### src/rtl/rblit_pkg.sv
package rblit_pkg;
  localparam int SRC_CW = 8;   // source coordinate width per axis
  localparam int DST_CW = 7;   // framebuffer coordinate width per axis
  localparam int EXT_W  = 8;   // rectangle extent width
  localparam int PIX_W  = 8;   // pixel width
  localparam int SRC_AW = 2 * SRC_CW;
  localparam int DST_AW = 2 * DST_CW;

  typedef enum logic [1:0] {
    WK_IDLE  = 2'd0,
    WK_RUN   = 2'd1,
    WK_DRAIN = 2'd2
  } walk_state_e;

  // mirrored coordinate: bitwise inverse, counting order untouched
  function automatic logic [SRC_CW-1:0] mirror_coord(input logic [SRC_CW-1:0] c,
                                                      input logic en);
    return en ? ~c : c;
  endfunction

  // pixel suppressed when transparency is on and the byte is zero
  function automatic logic pixel_clear(input logic [PIX_W-1:0] p, input logic en);
    return en && (p == '0);
  endfunction

  function automatic logic extent_empty(input logic [EXT_W-1:0] w,
                                        input logic [EXT_W-1:0] h);
    return (w == '0) || (h == '0);
  endfunction
endpackage

### src/rtl/rblit_walk.sv
module rblit_walk
  import rblit_pkg::*;
(
  input  logic              clk,
  input  logic              rst_n,
  input  logic              start,
  input  logic [SRC_CW-1:0] sx,
  input  logic [SRC_CW-1:0] sy,
  input  logic [DST_CW-1:0] dx,
  input  logic [DST_CW-1:0] dy,
  input  logic [EXT_W-1:0]  wd,
  input  logic [EXT_W-1:0]  ht,
  input  logic              transp,
  input  logic              flip_x,
  input  logic              flip_y,
  output logic              busy,
  output logic              done,
  output logic              rd_en,
  output logic [SRC_CW-1:0] rd_x,
  output logic [SRC_CW-1:0] rd_y,
  output logic [DST_CW-1:0] wr_x,
  output logic [DST_CW-1:0] wr_y,
  output logic              transp_o
);
  localparam logic [EXT_W-1:0] EXT_ONE = EXT_W'(1);

  walk_state_e       st_q;
  logic [SRC_CW-1:0] sx_lat, sy_lat, sx_cur, sy_cur;
  logic [DST_CW-1:0] dx_lat, dx_cur, dy_cur;
  logic [EXT_W-1:0]  w_lat, h_lat, col_q, row_q;
  logic              tr_lat, fx_lat, fy_lat, done_q;

  // named internal events
  logic start_ok, row_end, last_px;
  assign start_ok = start && (st_q == WK_IDLE);
  assign row_end  = (st_q == WK_RUN) && (col_q == w_lat - EXT_ONE);
  assign last_px  = row_end && (row_q == h_lat - EXT_ONE);

  always_ff @(posedge clk) begin
    if (!rst_n) begin
      st_q   <= WK_IDLE;
      done_q <= 1'b0;
      sx_lat <= '0; sy_lat <= '0; dx_lat <= '0;
      sx_cur <= '0; sy_cur <= '0; dx_cur <= '0; dy_cur <= '0;
      w_lat  <= '0; h_lat  <= '0; col_q  <= '0; row_q  <= '0;
      tr_lat <= 1'b0; fx_lat <= 1'b0; fy_lat <= 1'b0;
    end else begin
      done_q <= 1'b0;
      unique case (st_q)
        WK_IDLE: if (start_ok) begin
          sx_lat <= sx; sy_lat <= sy; dx_lat <= dx;
          sx_cur <= sx; sy_cur <= sy; dx_cur <= dx; dy_cur <= dy;
          w_lat  <= wd; h_lat  <= ht;
          tr_lat <= transp; fx_lat <= flip_x; fy_lat <= flip_y;
          col_q  <= '0; row_q <= '0;
          if (extent_empty(wd, ht)) done_q <= 1'b1;
          else                      st_q   <= WK_RUN;
        end
        WK_RUN: begin
          if (last_px) begin
            st_q <= WK_DRAIN;
          end else if (row_end) begin
            col_q  <= '0;
            sx_cur <= sx_lat;
            dx_cur <= dx_lat;
            row_q  <= row_q + EXT_ONE;
            sy_cur <= sy_cur + SRC_CW'(1);
            dy_cur <= dy_cur + DST_CW'(1);
          end else begin
            col_q  <= col_q + EXT_ONE;
            sx_cur <= sx_cur + SRC_CW'(1);
            dx_cur <= dx_cur + DST_CW'(1);
          end
        end
        WK_DRAIN: begin
          st_q   <= WK_IDLE;
          done_q <= 1'b1;
        end
        default: st_q <= WK_IDLE;
      endcase
    end
  end

  assign busy     = (st_q != WK_IDLE);
  assign done     = done_q;
  assign rd_en    = (st_q == WK_RUN);
  assign rd_x     = mirror_coord(sx_cur, fx_lat);
  assign rd_y     = mirror_coord(sy_cur, fy_lat);
  assign wr_x     = dx_cur;
  assign wr_y     = dy_cur;
  assign transp_o = tr_lat;

  // column counter never leaves the captured width while walking
  a_r2_col_in_range: assert property (@(posedge clk) disable iff (!rst_n)
    (st_q == WK_RUN) |-> (col_q < w_lat));

  // a refused start leaves the captured rectangle untouched
  a_r8_cfg_held: assert property (@(posedge clk) disable iff (!rst_n)
    (busy && start) |=> ($stable(w_lat) && $stable(h_lat) && $stable(sx_lat) && $stable(dx_lat)));

  // completion pulse lasts one cycle
  a_r7_done_single: assert property (@(posedge clk) disable iff (!rst_n)
    done |=> !done);

  // done and busy never overlap
  a_r7_done_not_busy: assert property (@(posedge clk) disable iff (!rst_n)
    done |-> !busy);
endmodule

### src/rtl/rblit_wstage.sv
module rblit_wstage
  import rblit_pkg::*;
(
  input  logic              clk,
  input  logic              rst_n,
  input  logic              rd_en,
  input  logic [DST_CW-1:0] wr_x,
  input  logic [DST_CW-1:0] wr_y,
  input  logic              transp,
  input  logic [PIX_W-1:0]  rd_data,
  output logic              fb_we,
  output logic [DST_AW-1:0] fb_addr,
  output logic [PIX_W-1:0]  fb_wdata
);
  logic              vld_q, tr_q;
  logic [DST_CW-1:0] x_q, y_q;
  logic              skip_ev;

  // destination and valid delayed by the source read latency
  always_ff @(posedge clk) begin
    if (!rst_n) begin
      vld_q <= 1'b0;
      tr_q  <= 1'b0;
      x_q   <= '0;
      y_q   <= '0;
    end else begin
      vld_q <= rd_en;
      tr_q  <= transp;
      x_q   <= wr_x;
      y_q   <= wr_y;
    end
  end

  assign skip_ev  = vld_q && pixel_clear(rd_data, tr_q);
  assign fb_we    = vld_q && !skip_ev;
  assign fb_addr  = {y_q, x_q};
  assign fb_wdata = rd_data;

  // every write is the answer to a read issued one cycle earlier
  a_r3_write_follows_read: assert property (@(posedge clk) disable iff (!rst_n)
    fb_we |-> $past(rd_en));
endmodule

### src/rtl/rect_blit.sv
module rect_blit
  import rblit_pkg::*;
(
  input  logic              clk,
  input  logic              rst_n,
  input  logic              start,
  input  logic [SRC_CW-1:0] cfg_src_x,
  input  logic [SRC_CW-1:0] cfg_src_y,
  input  logic [DST_CW-1:0] cfg_dst_x,
  input  logic [DST_CW-1:0] cfg_dst_y,
  input  logic [EXT_W-1:0]  cfg_width,
  input  logic [EXT_W-1:0]  cfg_height,
  input  logic              cfg_transp,
  input  logic              cfg_flip_x,
  input  logic              cfg_flip_y,
  output logic              busy,
  output logic              done,
  output logic              src_rd_en,
  output logic [SRC_AW-1:0] src_addr,
  input  logic [PIX_W-1:0]  src_rd_data,
  output logic              fb_we,
  output logic [DST_AW-1:0] fb_addr,
  output logic [PIX_W-1:0]  fb_wdata
);
  logic [SRC_CW-1:0] rd_x, rd_y;
  logic [DST_CW-1:0] wr_x, wr_y;
  logic              tr_w;

  rblit_walk u_walk (
    .clk(clk), .rst_n(rst_n), .start(start),
    .sx(cfg_src_x), .sy(cfg_src_y), .dx(cfg_dst_x), .dy(cfg_dst_y),
    .wd(cfg_width), .ht(cfg_height),
    .transp(cfg_transp), .flip_x(cfg_flip_x), .flip_y(cfg_flip_y),
    .busy(busy), .done(done), .rd_en(src_rd_en),
    .rd_x(rd_x), .rd_y(rd_y), .wr_x(wr_x), .wr_y(wr_y), .transp_o(tr_w)
  );

  assign src_addr = {rd_y, rd_x};

  rblit_wstage u_wstage (
    .clk(clk), .rst_n(rst_n), .rd_en(src_rd_en),
    .wr_x(wr_x), .wr_y(wr_y), .transp(tr_w), .rd_data(src_rd_data),
    .fb_we(fb_we), .fb_addr(fb_addr), .fb_wdata(fb_wdata)
  );

  // source reads only occur during a copy
  a_r1_read_while_busy: assert property (@(posedge clk) disable iff (!rst_n)
    src_rd_en |-> busy);
endmodule

### config.mk
export PLATFORM = sky130hd
export DESIGN_NAME = rect_blit
export DESIGN_NICKNAME = d
export VERILOG_FILES = /design/src/rtl/rblit_pkg.sv /design/src/rtl/rblit_walk.sv /design/src/rtl/rblit_wstage.sv /design/src/rtl/rect_blit.sv
export SDC_FILE = /design/constraint.sdc
export NUM_CORES = 1
export LEC_CHECK = 0
export BUFFER_PORTS_ARGS = -buffer_cell sky130_fd_sc_hd__buf_2
export CORE_MARGIN = 3
export CORE_UTILIZATION = 23
export DETAILED_ROUTE_END_ITERATION = 8
export PLACE_DENSITY_LB_ADDON = 0.25
export SYNTH_ARGS = -nofsm -noshare
export SYNTH_HDL_FRONTEND = slang
export SYNTH_SLANG_ARGS = --single-unit
### constraint.sdc
create_clock -name clk -period 2.7 [get_ports clk]
set_input_delay 0.675 -clock clk [delete_from_list [all_inputs] [get_ports clk]]
set_output_delay 0.675 -clock clk [all_outputs]
set_load 0.005 [all_outputs]
; Word level (Yosys, flattened, before mapping)
; Index checks and enable logic that the tools add are counted.
[totals]
regBits = 99
in_bits = 60
output_inout_bits = 42
wordCells = 88
[classes]
add_sub_neg = 8
eq_ne = 9
n_mux = 32
bitwise_logic = 2
reduce_logical = 18
[op_table]
columns = op, n
row1 = 8-bit two-way mux, 13
row2 = 8-bit case mux with 2 select lines, 4
row3 = 7-bit two-way mux, 6
row4 = "8-bit by 1-bit adder with 8-bit output, second input constant", 4
row5 = 7-bit case mux with 2 select lines, 2
row6 = 8-bit logical NOT, 3
row7 = 8-bit == test, 2
row8 = 8-bit NOT, 2
row9 = "8-bit by 1-bit subtractor with 8-bit output, second input constant", 2
row10 = "7-bit by 1-bit adder with 7-bit output, second input constant", 2
row11 = "2-bit inequality test, second input constant", 4
row12 = 1-bit logical AND, 6
row13 = 2-bit two-way mux, 3
row14 = 3-bit AND reduction, 2
row15 = 2-bit case mux with 2 select lines, 1
row16 = 4-bit AND reduction, 1
row17 = 2-bit nonzero test, 2
row18 = "2-bit by 1-bit == test with 1-bit output, second input constant", 1
row19 = "2-bit == test, second input constant", 1
row20 = 2-bit logical NOT, 1
row21 = 1-bit two-way mux, 2
row22 = "2-bit by 1-bit inequality test with 1-bit output, second input constant", 1
row23 = 1-bit case mux with 2 select lines, 1
row24 = 2-bit AND reduction, 1
row25 = other kinds (2), 2

; Longest topological paths before layout
; Gate-level depths: netlist (run 1).
[depth]
depth_word = 6
ltp_mapped = 12
ltp_nobuf = 10

; Hierarchy
; Synthesis (run 1) repeated with hierarchy kept, for this count alone.
[hier_totals]
hier_cells = 669
area_unflattened_um2 = 5397.7
[by_module_without_submodules]
columns = mod, n_inst, cells_per_inst, area_each_um2, seq_area_each_um2
row1 = rblit_walk, 1, 623, 4875.9, 1661.6
row2 = rblit_wstage, 1, 46, 521.8, 320.3

; Least setup slack after synthesis (run 1)
; OpenSTA, ideal clock, no wires.
[synth_path]
path_type = reg2reg
start = register u_walk.h_lat[0]
end = register u_walk.row_q[6]
setup_time_ps = 70
t_arrival_ps = 2546
required_ps = 2630
path_slack_ps = 83
stages_incl_launch_ff = 12
path_buffers = 1
synth_period_minus_slack_ps = 2617
path_cell_list = dfxtp_1 > inv_1 > ha_1 > buf_2 > xor2_1 > xnor2_1 > a32oi_1 > nor4_4 > a2111oi_4 > nor2_2 > or4_1 > a21oi_1
[synth_between]
elab_chain_cells = 5
[synth_lines]
columns = item, line_no
row1 = from (decl), rblit_walk.sv:30  ; logic [EXT_W-1:0] w_lat, h_lat, col_q, row_q;
row2 = from (signal assigned), rblit_walk.sv:53  ; w_lat <= wd; h_lat <= ht;
row3 = 8-bit by 1-bit subtractor with 8-bit output, rblit_walk.sv:37  ; assign last_px = row_end && (row_q == h_lat - EXT_ONE);
row4 = 8-bit == test, rblit_walk.sv:37
row5 = 1-bit logical AND, rblit_walk.sv:37
row6 = 2-bit inequality test (no line), -
row7 = 4-bit AND reduction (no line), -
row8 = to (signal assigned), rblit_walk.sv:66  ; row_q <= row_q + EXT_ONE;
row9 = to (decl), rblit_walk.sv:30
; Every way passes these cells.
; A chain may end at the register's enable or synchronous reset.

; Worst setup path after layout (run 1)
; Same ends and word-level chain as after synthesis.

==> qor.yml, run 1 <==
outcome:
  outcome: "complete, no violations"
synth:
  synth_fa_ha_area_share_pct: 1.94
  synth_nets: 717
  synth_xor_area_share_pct: 8.14
  synth_largest_area_cell: "dfxtp_1"
  avgSynthCellArea_um2: 7.94
  synth-compound-area-share_pct: 21.1
  ys_seq_area_share_pct: 38.5
  synthMuxAreaShare_pct: 0.777
  synth_area_leaders: "dfxtp_1 38%, nand2_1 8.9%, a21oi_1 6.0%"
  synth_top_family_by_area: "simple AND/OR/NAND/NOR gates"
  synth_edf_count: 0
  synth-simple-area-share_pct: 24.5
  post-synth-top-count-cell: "nand2_1"
  yosysUniqueCellTypes: 61
  yosys_warnings: 0
  synth_ff_type: "dfxtp_1"
  ys_top_cells_by_count: "122 x nand2_1, 99 x dfxtp_1, 62 x a21oi_1"
  async_flop_share_pct: 0
  ys_ff_latch: 99
  synth_top_area_share_pct: 38.5
  synth.cell_area_mm2: 0.00515
  syn_inst: 649
clocking:
  cts_root_buffer: "clkbuf_16"
  clock-sinks: 99
  clock_latency_ns: 0.35
  htreeDepth: 3
  tritoncts: "built"
  cts_buffer_depth: 2
  cts_buffers: 9
  clk_pin_slew_ns: 0.07
layout:
  nets: 841
  diodes: 0
  fillers: 2396
  syn_to_final_growth_pct: 29.7
  stdcell_count: 1057
  post_route_cells_drive_above_1_share_pct: 26.4
sta:
  rsz0062_at_grt: "true"
  worst_pin_slew_ns: 0.633
  hold_viol: 0
  timing.final.ws_setup_ns: 0.0965
  setup_viol: 0
  clock.fmax_mhz: 384
  clock_skew_ns: 0.0105
  max-slew-margin-rel_pct: 57.8
  post-route-period-util_pct: 96.4
  drv_slew: 0
  finalCriticalPeriod_ns: 2.60
floorplanning:
  io_pins: 102
  die_x_um: 156
  die_area_mm2: 0.0242
  rows: 54
  design.core.area_mm2: 0.0219
  die_h_um: 156
  initial_core_util_pct: 23.5
global_route:
  antenna_found_initial: 0
  gr-total-overflow: 0
  grt_max_degree: 60
  track_usage_pct: 12.7
  grt_pass1_wl_mm: 24.8
  grt_pass1_vias: 4803
placement:
  place_congestion: 0.798
  portBuffers: 101
  dp_hpwl_mm: 11.2
  place_ws_ns: 0.0310
  place_inst: 1029
power_and_ir_drop:
  p_leak_nw: 2.93
  p_per_area_mw_per_mm2: 563
  ir_worst_vdd_v: 0.000268
drt:
  wl_per_cell_um: 14.9
  totalWireLength_mm: 15.8
  drc: 0
  dr.first_iter.drc_count: 286
  vias_per_cell: 4.73
  ant_nets: 0
  drt_first_pass_iters: 5
  vias: 4996
setup_path:
  worstSetupEndpointType: "flop"
  r2r_cells: 11
  crit_type: "reg2reg"
  worst-path-max-fanout: 4
  cp-start-kind: "flop"
  crit_arrival_ns: 2.89
  critical_path_required_ns: 2.98
min_path:
  min_path_cells: 2
  hold_class: "reg2reg"
flow_run:
  maxCapViolations: 0
## area by class of cell
cell class,count,area (um2),area share [%]
repair buffers,161,1000,15.0
multi-input cells,490,2980,44.6
clock inverters,6,87.6,1.31
well taps,280,350,5.25
inverters,12,45.0,0.674
flip-flops and latches,99,1990,29.8
clock buffers,9,225,3.37
## layout by cell type, fill, tap and decap left out, types with 3 or more instances in the layout
cell type and count:
ha_1 6, nor4_1 6, dfxtp_2 3, o22ai_1 6, or3_1 5, o21ai_0 24, nand4_1 7, nor3_1 4
nand3_1 16, o21bai_1 4, buf_4 55, a311oi_1 4, or4_1 3, inv_1 9, buf_2 102, a21oi_1 62
mux2i_1 4, nand2_1 121, xor2_1 28, o211a_1 4, and3_1 13, and2_1 19, clkbuf_16 10, a22o_1 5
a22oi_1 4, nand3b_1 4, o31ai_1 11, o221ai_1 3, dfxtp_1 95, a31oi_1 10, nor2b_1 4, o211ai_1 5
xnor2_1 17, nor2_1 40, o2bb2ai_1 3, nor3b_1 3, a211oi_1 3
## per-stage QoR
step / power, mW / util (%) / cell area, um2 / setup TNS [ns] / hold WS (ns)
after floorplan: 2.06 / - / 5150 / 0 / 0.425
after global placement: 2.36 / 28.2 / 6170 / 0 / 0.440
after detailed placement: 2.36 / 28.2 / 6170 / 0 / 0.446
after CTS: 3.78 / 29.6 / 6480 / 0 / 0.459
after global routing: 3.96 / 30.5 / 6680 / -0.0274 / 0.479
final: 3.76 / 30.5 / 6680 / 0 / 0.457
## cell families (layout without fill, tap and decap cells)
kind of cell / after synthesis / after routing
AOI/OAI and AO/OA: 167 / 167
xor gates and xnor gates: 47 / 47
adders and majority gates: 8 / 8
buffers and inverters: 60 / 188
DFF: 99 / 99
muxes: 4 / 4
and+or+nand+nor: 264 / 264
## state kept, by name (all words and copies together) (netlist names), 2 cells and up
register,cells
u_walk.col_q,8
u_walk.h_lat,8
u_walk.row_q,8
u_walk.sx_cur,8
u_walk.sx_lat,8
u_walk.sy_cur,8
u_walk.w_lat,8
u_walk.dx_lat,7
u_walk.wr_x,7
u_walk.wr_y,7
u_wstage.x_q,7
u_wstage.y_q,7
u_walk.st_q,2
## what timing repair did
item                                    4_1_cts  5_1_grt
endpoints found under the setup margin        0       44
resized for setup                             0       24
hold buffers                                  0        0
setup buffers                                 0       11
## layer usage
layer  vias up  GRT usage (%)  routed length (um)
met5         -              0                   0
met4         0           4.29                 291
met3        23           2.91                 815
met2       126           20.7                7370
met1      2325           16.6                7320
li1       2522              -                   -
## where the power goes
group | switching (mW) | total (mW) | internal (mW)
logic | 0.375 | 0.713 | 0.337
registers | 0.0953 | 1.64 | 1.55
clock network | 0.597 | 1.41 | 0.811
## worst max-delay path, stage by stage, from the launching register on
cell and delay, ns:
dfxtp_4 0.36, inv_2 0.04, ha_4 0.16, xor2_2 0.15, xnor2_1 0.13, a32oi_1 0.25
nor4_4 0.07, buf_4 0.15, a2111oi_4 0.48, nor2_4 0.10, or4_1 0.52, a21oi_1 0.13
## final timing paths
| kind | startpoint | end | slack, ns |
|---|---|---|---|
| max reg2reg | u_walk.h_lat[0] | u_walk.row_q[6] | 0.1 |
| min reg2reg | u_walk.transp_o | u_walk.transp_o | 0.46 |
| max | u_walk.h_lat[0] | u_walk.row_q[6] | 0.1 |
| min | u_walk.transp_o | u_walk.transp_o | 0.46 |
Note: power is estimated with default switching activity, not from simulation.
==> inputs of run 2 (changes only) <==
--- a/config.mk
+++ b/config.mk
@@ -10,6 +10,7 @@
 export CORE_UTILIZATION = 23
 export DETAILED_ROUTE_END_ITERATION = 8
 export PLACE_DENSITY_LB_ADDON = 0.25
+export RECOVER_POWER = 100
 export SYNTH_ARGS = -nofsm -noshare
 export SYNTH_HDL_FRONTEND = slang
 export SYNTH_SLANG_ARGS = --single-unit
==> run 2 against run 1 <==
Compared with the run above: worst hold slack about the same; first-iteration DRC count up 3.1%; clock power about the same; worst setup slack better by 0.0015 ns; clock skew down 0.0025 ns; sequential power about the same; wire length down 0.23%; fmax about the same; combinational power down 1%.
==> qor.yml, run 2 (same netlist as run 1, synthesis figures left out) <==
setup_path:
  r2r_cells: 11  # unchanged
  worstSetupEndpointType: "flop"
  worst-path-max-fanout: 4  # unchanged
  crit_arrival_ns: 2.89  # about the same
  cp-start-kind: "flop"
  critical_path_required_ns: 2.98  # about the same
  crit_type: "reg2reg"
sta:
  max-slew-margin-rel_pct: 41.9  # -16 points
  hold_viol: 0  # unchanged
  rsz0062_at_grt: "true"
  setup_viol: 0  # unchanged
  post-route-period-util_pct: 96.4  # about the same
  clock.fmax_mhz: 384  # about the same
  holdWs_ns: 0.457  # +0.0000700 ns
  drv_slew: 0  # unchanged
  finalCriticalPeriod_ns: 2.60  # -0.00155 ns
  worst_pin_slew_ns: 0.872  # +0.240 ns
  clock_skew_ns: 0.00806  # -0.00249 ns
global_route:
  track_usage_pct: 12.7  # unchanged
  antenna_found_initial: 0  # unchanged
  grt_pass1_vias: 4803  # unchanged
  grt_pass1_wl_mm: 24.8  # unchanged
  gr-total-overflow: 0  # unchanged
  grt_max_degree: 60  # unchanged
drt:
  wl_per_cell_um: 14.9  # -0.23%
  drt_first_pass_iters: 4  # -1
  vias: 4961  # -0.70%
  dr.first_iter.drc_count: 295  # +3.1%
  totalWireLength_mm: 15.8  # -0.23%
  vias_per_cell: 4.69  # -0.70%
  drc: 0  # unchanged
  ant_nets: 0  # unchanged
layout:
  syn_to_final_growth_pct: 29.0
  final_cell_area_mm2: 0.00664  # -0.54%
  seqCellArea_mm2: 0.00199  # unchanged
  nets: 841  # unchanged
  final_cell_mix: "121 x nand2_1, 95 x dfxtp_1, 77 x buf_2"
  final_common_cell: "nand2_1"
  fillers: 2398  # +0.083%
  post_route_cells_drive_above_1_share_pct: 23.3  # -3.1 points
  multi_input_area_mm2: 0.00298  # about the same
  diodes: 0  # unchanged
floorplanning:
  initial_core_util_pct: 23.5  # unchanged
  die_area_mm2: 0.0242  # unchanged
  die_x_um: 156  # unchanged
  design.core.area_mm2: 0.0219  # unchanged
  rows: 54  # unchanged
  die_h_um: 156  # unchanged
  io_pins: 102  # unchanged
clocking:
  cts_buffers: 9  # unchanged
  clock_latency_ns: 0.35  # about the same
  htreeDepth: 3  # unchanged
  cts_buffer_depth: 2  # unchanged
  clk_pin_slew_ns: 0.07  # about the same
  holdBufCountCts: 0  # unchanged
  clock-sinks: 99  # unchanged
  tritoncts: "built"
  cts_root_buffer: "clkbuf_16"
outcome:
  outcome: "complete, no violations"
flow_run:
  maxCapViolations: 0  # unchanged
power_and_ir_drop:
  p_per_area_mw_per_mm2: 564  # +0.12%
  power_frac_comb_pct: 18.8  # about the same
  p_int_mw: 2.68  # -0.38%
  power_switching_mw: 1.06  # -0.55%
  ir_worst_vdd_v: 0.000267  # -0.14%
  p_clk_share_pct: 37.4  # about the same
  switching_share_pct: 28.3  # -0.035 points
  p_leak_nw: 2.83  # -3.1%
  power_mw: 3.75  # -0.42%
  power.share.sequential_pct: 43.8  # +0.2 points
min_path:
  hold_class: "reg2reg"
  min_path_cells: 2  # unchanged
placement:
  dp_hpwl_mm: 11.2  # unchanged
  place_congestion: 0.798  # unchanged
  place_area_mm2: 0.00617  # unchanged
  portBuffers: 101  # unchanged
run 2: changes by cell type in the layout (fill, tap and decap cells not counted), sizes merged:
cell / delta
buf: -28
clkbuf: +28
run 2: final cells by class:
type	instances	area share, %
Sequential cell	99	29.9
Timing Repair Buffer	161	14.5
Clock buffer	9	3.39
Inverter	12	0.678
Tap cell	280	5.27
Multi-Input combinational cell	490	44.8
Clock inverter	6	1.32
run 2: critical path, stage by stage (launching register included):
cell and delay, ns:
dfxtp_4 0.36, inv_2 0.04, ha_4 0.16, xor2_2 0.15
xnor2_1 0.13, a32oi_1 0.25, nor4_4 0.06, buf_4 0.15
a2111oi_4 0.48, nor2_4 0.10, or4_1 0.52, a21oi_1 0.12
run 2: power by group through the flow:
stage / combinational [mW] / clock [mW] / sequential [mW]
after global routing: 0.792 / 1.50 / 1.66
after CTS: 0.686 / 1.45 / 1.64
after detailed placement: 0.682 / 0 / 1.67
after global placement: 0.683 / 0 / 1.67
after floorplan: 0.420 / 0 / 1.64
final: 0.703 / 1.40 / 1.64
run 2: what timing repair did:
action,CTS,global route
buffers inserted,0,11
endpoints found under the setup margin,0,44
gates resized for setup,0,24
run 2: through the flow:
step                      TNS, ns  utilization [%]  instances  setup slack (ns)
final                           0             30.3       1057            0.0981
after global routing      -0.0274             30.3       1057           -0.0254
after CTS                       0             29.6       1044           0.00610
after detailed placement        0             28.2       1029            0.0310
after global placement          0             28.2       1029            0.0732
after floorplan                 0                -        649            0.0831
run 2: per-layer routing:
metal  GRT usage, %  up-vias  wire length (um)
met2           20.7      108              7460
met3           2.91       23               785
met5              0        -                 0
met4           4.29        0               291
li1               -     2519                 -
met1           16.6     2311              7210
run 2: path summary, 6_finish.rpt:
check | endpoint | from | slack (ns)
min reg2reg | u_walk.transp_o | u_walk.transp_o | 0.46
max reg2reg | u_walk.row_q[6] | u_walk.h_lat[0] | 0.1
max | u_walk.row_q[6] | u_walk.h_lat[0] | 0.1
min | u_walk.transp_o | u_walk.transp_o | 0.46
